### src/rtl/fsr_pkg.sv
package fsr_pkg;

   localparam int NUM_MODES = 6;

   typedef enum logic [2:0] {
      MODE_X128  = 3'd0,
      MODE_X192  = 3'd1,
      MODE_X256  = 3'd2,
      MODE_X384  = 3'd3,
      MODE_X512  = 3'd4,
      MODE_X768  = 3'd5,
      MODE_NONE  = 3'd7
   } fsr_mode_e;

   // Nominal clocks per frame for each mode code.
   function automatic int nominal_ratio(input int idx);
      case (idx)
         0:       return 128;
         1:       return 192;
         2:       return 256;
         3:       return 384;
         4:       return 512;
         default: return 768;
      endcase
   endfunction

endpackage

### src/rtl/fsr_edge.sv
module fsr_edge #(
   parameter int SYNC_STAGES = 2
) (
   input  logic clk_i,
   input  logic rst_ni,
   input  logic ws_i,
   output logic rise_o
);

   if (SYNC_STAGES < 0 || SYNC_STAGES > 4) begin : g_bad_sync
      $error("fsr_edge: SYNC_STAGES must be 0..4");
   end

   logic ws_s;
   logic ws_prev_q;

   if (SYNC_STAGES == 0) begin : g_direct
      assign ws_s = ws_i;
   end else begin : g_sync
      logic [SYNC_STAGES-1:0] sh_q;
      always_ff @(posedge clk_i or negedge rst_ni) begin
         if (!rst_ni) sh_q <= '0;
         else         sh_q <= SYNC_STAGES'({sh_q, ws_i});
      end
      assign ws_s = sh_q[SYNC_STAGES-1];
   end

   always_ff @(posedge clk_i or negedge rst_ni) begin
      if (!rst_ni) ws_prev_q <= 1'b0;
      else         ws_prev_q <= ws_s;
   end

   assign rise_o = ws_s & ~ws_prev_q;

endmodule

### src/rtl/fsr_period.sv
module fsr_period #(
   parameter int CNT_W = 11
) (
   input  logic             clk_i,
   input  logic             rst_ni,
   input  logic             rise_i,
   output logic [CNT_W-1:0] meas_o,
   output logic             meas_vld_o,
   output logic             stall_o
);

   localparam logic [CNT_W-1:0] CNT_MAX  = {CNT_W{1'b1}};
   localparam logic [CNT_W-1:0] CNT_NEAR = CNT_MAX - 1'b1;

   logic [CNT_W-1:0] cnt_q;
   logic             primed_q;

   always_ff @(posedge clk_i or negedge rst_ni) begin
      if (!rst_ni) begin
         cnt_q      <= '0;
         primed_q   <= 1'b0;
         meas_o     <= '0;
         meas_vld_o <= 1'b0;
         stall_o    <= 1'b0;
      end else begin
         stall_o <= !rise_i && (cnt_q == CNT_NEAR);
         if (rise_i) begin
            cnt_q      <= CNT_W'(1);
            primed_q   <= 1'b1;
            meas_vld_o <= primed_q;
            if (primed_q) meas_o <= cnt_q;
         end else begin
            meas_vld_o <= 1'b0;
            if (cnt_q != CNT_MAX) cnt_q <= cnt_q + 1'b1;
         end
      end
   end

endmodule

### src/rtl/fsr_classify.sv
module fsr_classify
   import fsr_pkg::*;
#(
   parameter int CNT_W = 11,
   parameter int TOL   = 2
) (
   input  logic [CNT_W-1:0] meas_i,
   output fsr_mode_e        mode_o,
   output logic             hit_o
);

   logic [NUM_MODES-1:0] hit;

   for (genvar g = 0; g < NUM_MODES; g++) begin : g_win
      localparam logic [CNT_W-1:0] LO = CNT_W'(nominal_ratio(g) - TOL);
      localparam logic [CNT_W-1:0] HI = CNT_W'(nominal_ratio(g) + TOL);
      assign hit[g] = (meas_i >= LO) && (meas_i <= HI);
   end

   always_comb begin
      hit_o  = 1'b0;
      mode_o = MODE_NONE;
      for (int i = NUM_MODES - 1; i >= 0; i--) begin
         if (hit[i]) begin
            hit_o  = 1'b1;
            mode_o = fsr_mode_e'(3'(i));
         end
      end
   end

endmodule

### src/rtl/fsr_hyst.sv
module fsr_hyst
   import fsr_pkg::*;
#(
   parameter int LOCK_N   = 3,
   parameter int UNLOCK_N = 2
) (
   input  logic      clk_i,
   input  logic      rst_ni,
   input  logic      meas_vld_i,
   input  logic      stall_i,
   input  fsr_mode_e cls_i,
   input  logic      hit_i,
   output fsr_mode_e mode_o,
   output logic      locked_o,
   output logic      err_o
);

   localparam int RUN_W  = $clog2(LOCK_N + 1);
   localparam int MISS_W = $clog2(UNLOCK_N + 1);
   localparam logic [RUN_W-1:0]  RUN_LIM  = RUN_W'(LOCK_N);
   localparam logic [MISS_W-1:0] MISS_LIM = MISS_W'(UNLOCK_N);

   fsr_mode_e         cand_q;
   logic [RUN_W-1:0]  run_q, run_nx;
   logic [MISS_W-1:0] miss_q, miss_nx;
   logic              bad;

   assign bad     = stall_i || (meas_vld_i && !hit_i);
   assign miss_nx = miss_q + 1'b1;

   always_comb begin
      if (cls_i != cand_q)     run_nx = RUN_W'(1);
      else if (run_q == RUN_LIM) run_nx = run_q;
      else                     run_nx = run_q + 1'b1;
   end

   always_ff @(posedge clk_i or negedge rst_ni) begin
      if (!rst_ni) begin
         cand_q   <= MODE_NONE;
         run_q    <= '0;
         miss_q   <= '0;
         mode_o   <= MODE_NONE;
         locked_o <= 1'b0;
         err_o    <= 1'b0;
      end else if (bad) begin
         cand_q   <= MODE_NONE;
         run_q    <= '0;
         miss_q   <= '0;
         mode_o   <= MODE_NONE;
         locked_o <= 1'b0;
         err_o    <= 1'b1;
      end else if (meas_vld_i) begin
         err_o  <= 1'b0;
         cand_q <= cls_i;
         run_q  <= run_nx;
         if (locked_o) begin
            if (cls_i == mode_o) begin
               miss_q <= '0;
            end else if (miss_nx == MISS_LIM) begin
               miss_q   <= '0;
               locked_o <= 1'b0;
               mode_o   <= MODE_NONE;
            end else begin
               miss_q <= miss_nx;
            end
         end else if (run_nx >= RUN_LIM) begin
            locked_o <= 1'b1;
            mode_o   <= cls_i;
            miss_q   <= '0;
         end
      end
   end

endmodule

### src/rtl/fsr_ratio_detect.sv
module fsr_ratio_detect
   import fsr_pkg::*;
#(
   parameter int SYNC_STAGES = 2,
   parameter int CNT_W       = 11,
   parameter int TOL         = 2,
   parameter int LOCK_N      = 3,
   parameter int UNLOCK_N    = 2
) (
   input  logic       clk_i,
   input  logic       rst_ni,
   input  logic       ws_i,
   output logic [2:0] mode_o,
   output logic       locked_o,
   output logic       err_o
);

   localparam int TOP_NOM = 768;

   if (CNT_W < 10 || CNT_W > 16) begin : g_bad_cnt
      $error("fsr_ratio_detect: CNT_W must be 10..16");
   end
   if (TOL < 0 || TOL > 31) begin : g_bad_tol
      $error("fsr_ratio_detect: TOL must keep windows disjoint");
   end
   if ((TOP_NOM + TOL) >= ((1 << CNT_W) - 1)) begin : g_bad_range
      $error("fsr_ratio_detect: counter too narrow for largest ratio");
   end
   if (LOCK_N < 1 || UNLOCK_N < 1) begin : g_bad_hyst
      $error("fsr_ratio_detect: hysteresis counts must be positive");
   end

   logic             rise;
   logic [CNT_W-1:0] meas;
   logic             meas_vld;
   logic             stall_evt;
   fsr_mode_e        cls_mode;
   logic             cls_hit;
   fsr_mode_e        mode_e;

   fsr_edge #(.SYNC_STAGES(SYNC_STAGES)) u_edge (
      .clk_i  (clk_i),
      .rst_ni (rst_ni),
      .ws_i   (ws_i),
      .rise_o (rise)
   );

   fsr_period #(.CNT_W(CNT_W)) u_period (
      .clk_i      (clk_i),
      .rst_ni     (rst_ni),
      .rise_i     (rise),
      .meas_o     (meas),
      .meas_vld_o (meas_vld),
      .stall_o    (stall_evt)
   );

   fsr_classify #(.CNT_W(CNT_W), .TOL(TOL)) u_class (
      .meas_i (meas),
      .mode_o (cls_mode),
      .hit_o  (cls_hit)
   );

   fsr_hyst #(.LOCK_N(LOCK_N), .UNLOCK_N(UNLOCK_N)) u_hyst (
      .clk_i      (clk_i),
      .rst_ni     (rst_ni),
      .meas_vld_i (meas_vld),
      .stall_i    (stall_evt),
      .cls_i      (cls_mode),
      .hit_i      (cls_hit),
      .mode_o     (mode_e),
      .locked_o   (locked_o),
      .err_o      (err_o)
   );

   assign mode_o = mode_e;

endmodule

### config.mk
export PLATFORM = sky130hd
export DESIGN_NAME = fsr_ratio_detect
export DESIGN_NICKNAME = d
export VERILOG_FILES = /design/src/rtl/fsr_pkg.sv /design/src/rtl/fsr_edge.sv /design/src/rtl/fsr_period.sv /design/src/rtl/fsr_classify.sv /design/src/rtl/fsr_hyst.sv /design/src/rtl/fsr_ratio_detect.sv
export SDC_FILE = /design/constraint.sdc
export NUM_CORES = 1
export LEC_CHECK = 0
export ABC_CLOCK_PERIOD_IN_PS = 2200
export BUFFER_PORTS_ARGS = -buffer_cell sky130_fd_sc_hd__buf_4
export CAP_MARGIN = 20
export CORE_ASPECT_RATIO = 1.75
export CORE_MARGIN = 2
export CORE_UTILIZATION = 27
export DETAILED_ROUTE_END_ITERATION = 8
export HOLD_SLACK_MARGIN = 0.06
export SYNTH_ARGS = -nofsm -noshare
export SYNTH_HDL_FRONTEND = slang
export SYNTH_SLANG_ARGS = --single-unit
### constraint.sdc
create_clock -name clk_i -period 2.2 [get_ports clk_i]
set_input_delay 0 -clock clk_i [delete_from_list [all_inputs] [get_ports clk_i]]
set_output_delay 0 -clock clk_i [all_outputs]
set_load 0.01 [all_outputs]
==> results_dict.tcl <==
set metrics [dict create \
    status "complete, but fails checks" \
    violations "negative setup slack" \
    ioPinCount 8 \
    wl_mm 4.27 \
    ys_async_sr_fraction 1.00 \
    grt_max_degree 41 \
    htree_levels 2 \
    vias 1496 \
    ant_nets 0 \
    min_period_ns 2.23 \
    clock_path_buffers 2 \
    synth_edf_count 0 \
    fillerInstances 716 \
    hold_viol 0 \
    power_density_nw_per_um2 785 \
    cts_tree "yes" \
    drive_gt1_frac 0.367 \
    slew_violations 0 \
    ys_top_cells_by_area "dfrtp_1 42%, dfstp_2 7.8%, mux2_2 5.0%" \
    area_delta_synth_final_pct 26.9 \
    wire_per_inst_um 14.2 \
    final_nets 219 \
    dpl.hpwl_mm 3.07 \
    tightest_slew_ns 0.517 \
    place_inst 285 \
    ys_seq_area_frac 0.498 \
    slowest_delay_ns 0.58 \
    seq_area_um2 1010 \
    port-buffer-count 7 \
    hp-class "primary input to asynchronous set/reset pin" \
    ys_warn_count 0 \
    setup_viol_count_final 4 \
    synthDistinctLibCells 55 \
    antenna_found_initial 0 \
    gr-total-overflow 0 \
    grt_pass1_vias 1550 \
    holdWs_ns 0.243 \
    place_congestion 0.789 \
    p_leak_nw 1.14 \
    crit_family "simple AND/OR/NAND/NOR gates" \
    grt_pass1_wl_mm 7.27 \
    synth_area_um2 2020 \
    dieArea_um2 8230 \
    crit_type "register to register" \
    first_iter_violations 54 \
    first_pass_iters 3 \
    cp_slowest_cell "or4_4" \
    die_w_um 69.5 \
    fin_ws_ns -0.0285 \
    finalClockSkew_ns 0.00348 \
    startpoint_type "register" \
    cts_made_buffers 5 \
    track_usage 0.110 \
    multi_input_comb_area_um2 1080 \
    synth.top_cell.area_share 0.420 \
    syn-num-nets 193 \
    ys_ff_latch 40 \
    crit_path_end_kind "register" \
    arrival_ns 2.42 \
    fin_crit_sh 1.01 \
    rsz0062_at_grt "true" \
    syn_inst 188 \
    drc 0 \
    cts_root_buffer "clkbuf_16" \
    synth_top_area_cell "dfrtp_1" \
    cp.required_ns 2.40 \
    fmax_mhz 449 \
    cap_violations 0 \
    viasPerCell 4.97 \
    path_buf_inv 0 \
    worstSkewPairLatency_ns 0.28 \
    core-area_um2 7230 \
    layoutNonFillerInstCount 301 \
    clkSinkCount 40 \
    num_rows 41 \
    diodes 0 \
    avgSynthCellArea_um2 10.8 \
    path_cells "or4_4 > nor2_4 > a32o_2 > a221oi_4 > xnor2_2 > nand4_4 > nor4_1 > a21oi_1" \
    clkTransAtPathRegs_ns 0.06 \
    start_util 0.280 \
    fp.dieH_um 119 \
    irDropWorstVdd_mv 0.335 \
    slew_headroom 0.652 \
    synth_ff_type "dfrtp_1" \
    cp_max_fo 5 \
]
[worst reg2reg max path, delay by kind of cell, from the launching register on]
kind	cells	cell delay, ns
and+or+nand+nor	4	1.14
xor gates and xnor gates	1	0.27
DFF	1	0.38
AOI/OAI and AO/OA	3	0.36
[cells by family (layout without fill, tap and decap cells)]
group                      after synthesis  in the layout  share of synthesized area
buffers and inverters                   14             41                     0.0266
adders and majority gates                2              2                     0.0124
DFF                                     40             40                      0.498
and+or+nand+nor                         71             71                      0.195
xor gates and xnor gates                12             12                     0.0649
muxes                                   11             11                     0.0606
AOI/OAI and AO/OA                       38             38                      0.143
[placed cells by master (no fill, tap or decap), types with 3 or more instances in the layout]
master     Yosys  layout
a21oi_1        9       7
nand2_1       14      14
dfstp_2        6       6
nor2_4         2       4
nor3_1         5       3
nor2_1        22      20
o21ai_0        6       6
nand3_1        4       4
mux2_2         9       9
xor2_1         5       5
clkbuf_16      0       5
dfrtp_1       34      34
buf_4          0      22
xnor2_1        5       4
inv_1          9       9
[area by class of cell]
| cell class | count | share of cell area |
|---|---|---|
| multi-input cells | 134 | 0.422 |
| flip-flops and latches | 40 | 0.393 |
| repair buffers | 24 | 0.0721 |
| clock buffers | 6 | 0.0541 |
| well taps | 86 | 0.0419 |
| inverters | 9 | 0.0132 |
| clock inverters | 2 | 0.00390 |
[registers in the layout, indices dropped and copies added (netlist names)]
register / flops
u_period.primed_q: 1
u_period.meas_vld_o: 1
u_hyst.miss_q: 2
u_hyst.cand_q: 3
u_edge.g_sync.sh_q: 2
u_edge.ws_prev_q: 1
u_hyst.err_o: 1
u_period.meas_o: 11
u_period.cnt_q: 11
u_hyst.mode_o: 3
u_hyst.locked_o: 1
u_period.stall_o: 1
u_hyst.run_q: 2
[path summary, 6_finish.rpt]
check                                                   to  cells past startpoint  slack [ns]                             from
min in group clk_i         u_edge.g_sync.sh_q[1]$_DFF_PN0_                      0        0.35  u_edge.g_sync.sh_q[0]$_DFF_PN0_
min                            u_hyst.locked_o$_DFFE_PN0P_                      2        0.24                           rst_ni
max                           u_hyst.mode_o[2]$_DFFE_PN1P_                      8       -0.03   u_period.meas_o[3]$_DFFE_PN0P_
max in group asynchronous     u_hyst.cand_q[2]$_DFFE_PN1P_                      2        1.59                           rst_ni
min reg2reg                u_edge.g_sync.sh_q[1]$_DFF_PN0_                      0        0.35  u_edge.g_sync.sh_q[0]$_DFF_PN0_
max reg2reg                   u_hyst.mode_o[2]$_DFFE_PN1P_                      8       -0.03   u_period.meas_o[3]$_DFFE_PN0P_
[layer usage]
layer,routed length (um),vias to the layer above,global-route usage
met5,0,-,0
met4,154,0,0.0490
met3,137,13,0.0290
met2,2500,21,0.209
met1,1480,744,0.109
li1,-,718,-
[timing repair]
action                     4_1_cts  5_1_grt
buffers inserted                 2        4
pin swaps                        4       14
setup endpoints to repair        5        9
hold buffers                     2        0
resized for setup                2       20
hold endpoints to repair        38        0
[metrics by stage]
stage / setup slack, ns / power, mW / TNS, ns / util / area [um^2]
after global routing: -0.122 / 2.12 / -0.534 / 0.355 / 2570
after global placement: -0.0397 / 1.23 / -0.122 / 0.309 / 2230
after floorplan: 0.118 / 1.13 / 0 / - / 2020
final: -0.0285 / 2.02 / -0.0542 / 0.355 / 2570
after CTS: -0.0223 / 1.97 / -0.0692 / 0.335 / 2430
after detailed placement: -0.0505 / 1.24 / -0.173 / 0.309 / 2230
[report_power, final]
group          internal, mW  switching (mW)  total (mW)
Sequential            0.820          0.0982       0.918
Clock                 0.446           0.275       0.722
Combinational         0.178           0.197       0.375
[cells in the mapped netlist, types with 4 or more instances]
master   instances
xnor2_1          5
dfstp_2          6
nor3_1           5
xor2_1           5
o21ai_0          6
mux2_2           9
a21oi_1          9
nand3_1          4
dfrtp_1         34
inv_1            9
nor2_1          22
nand2_1         14
(Power assumes the default switching activity.)
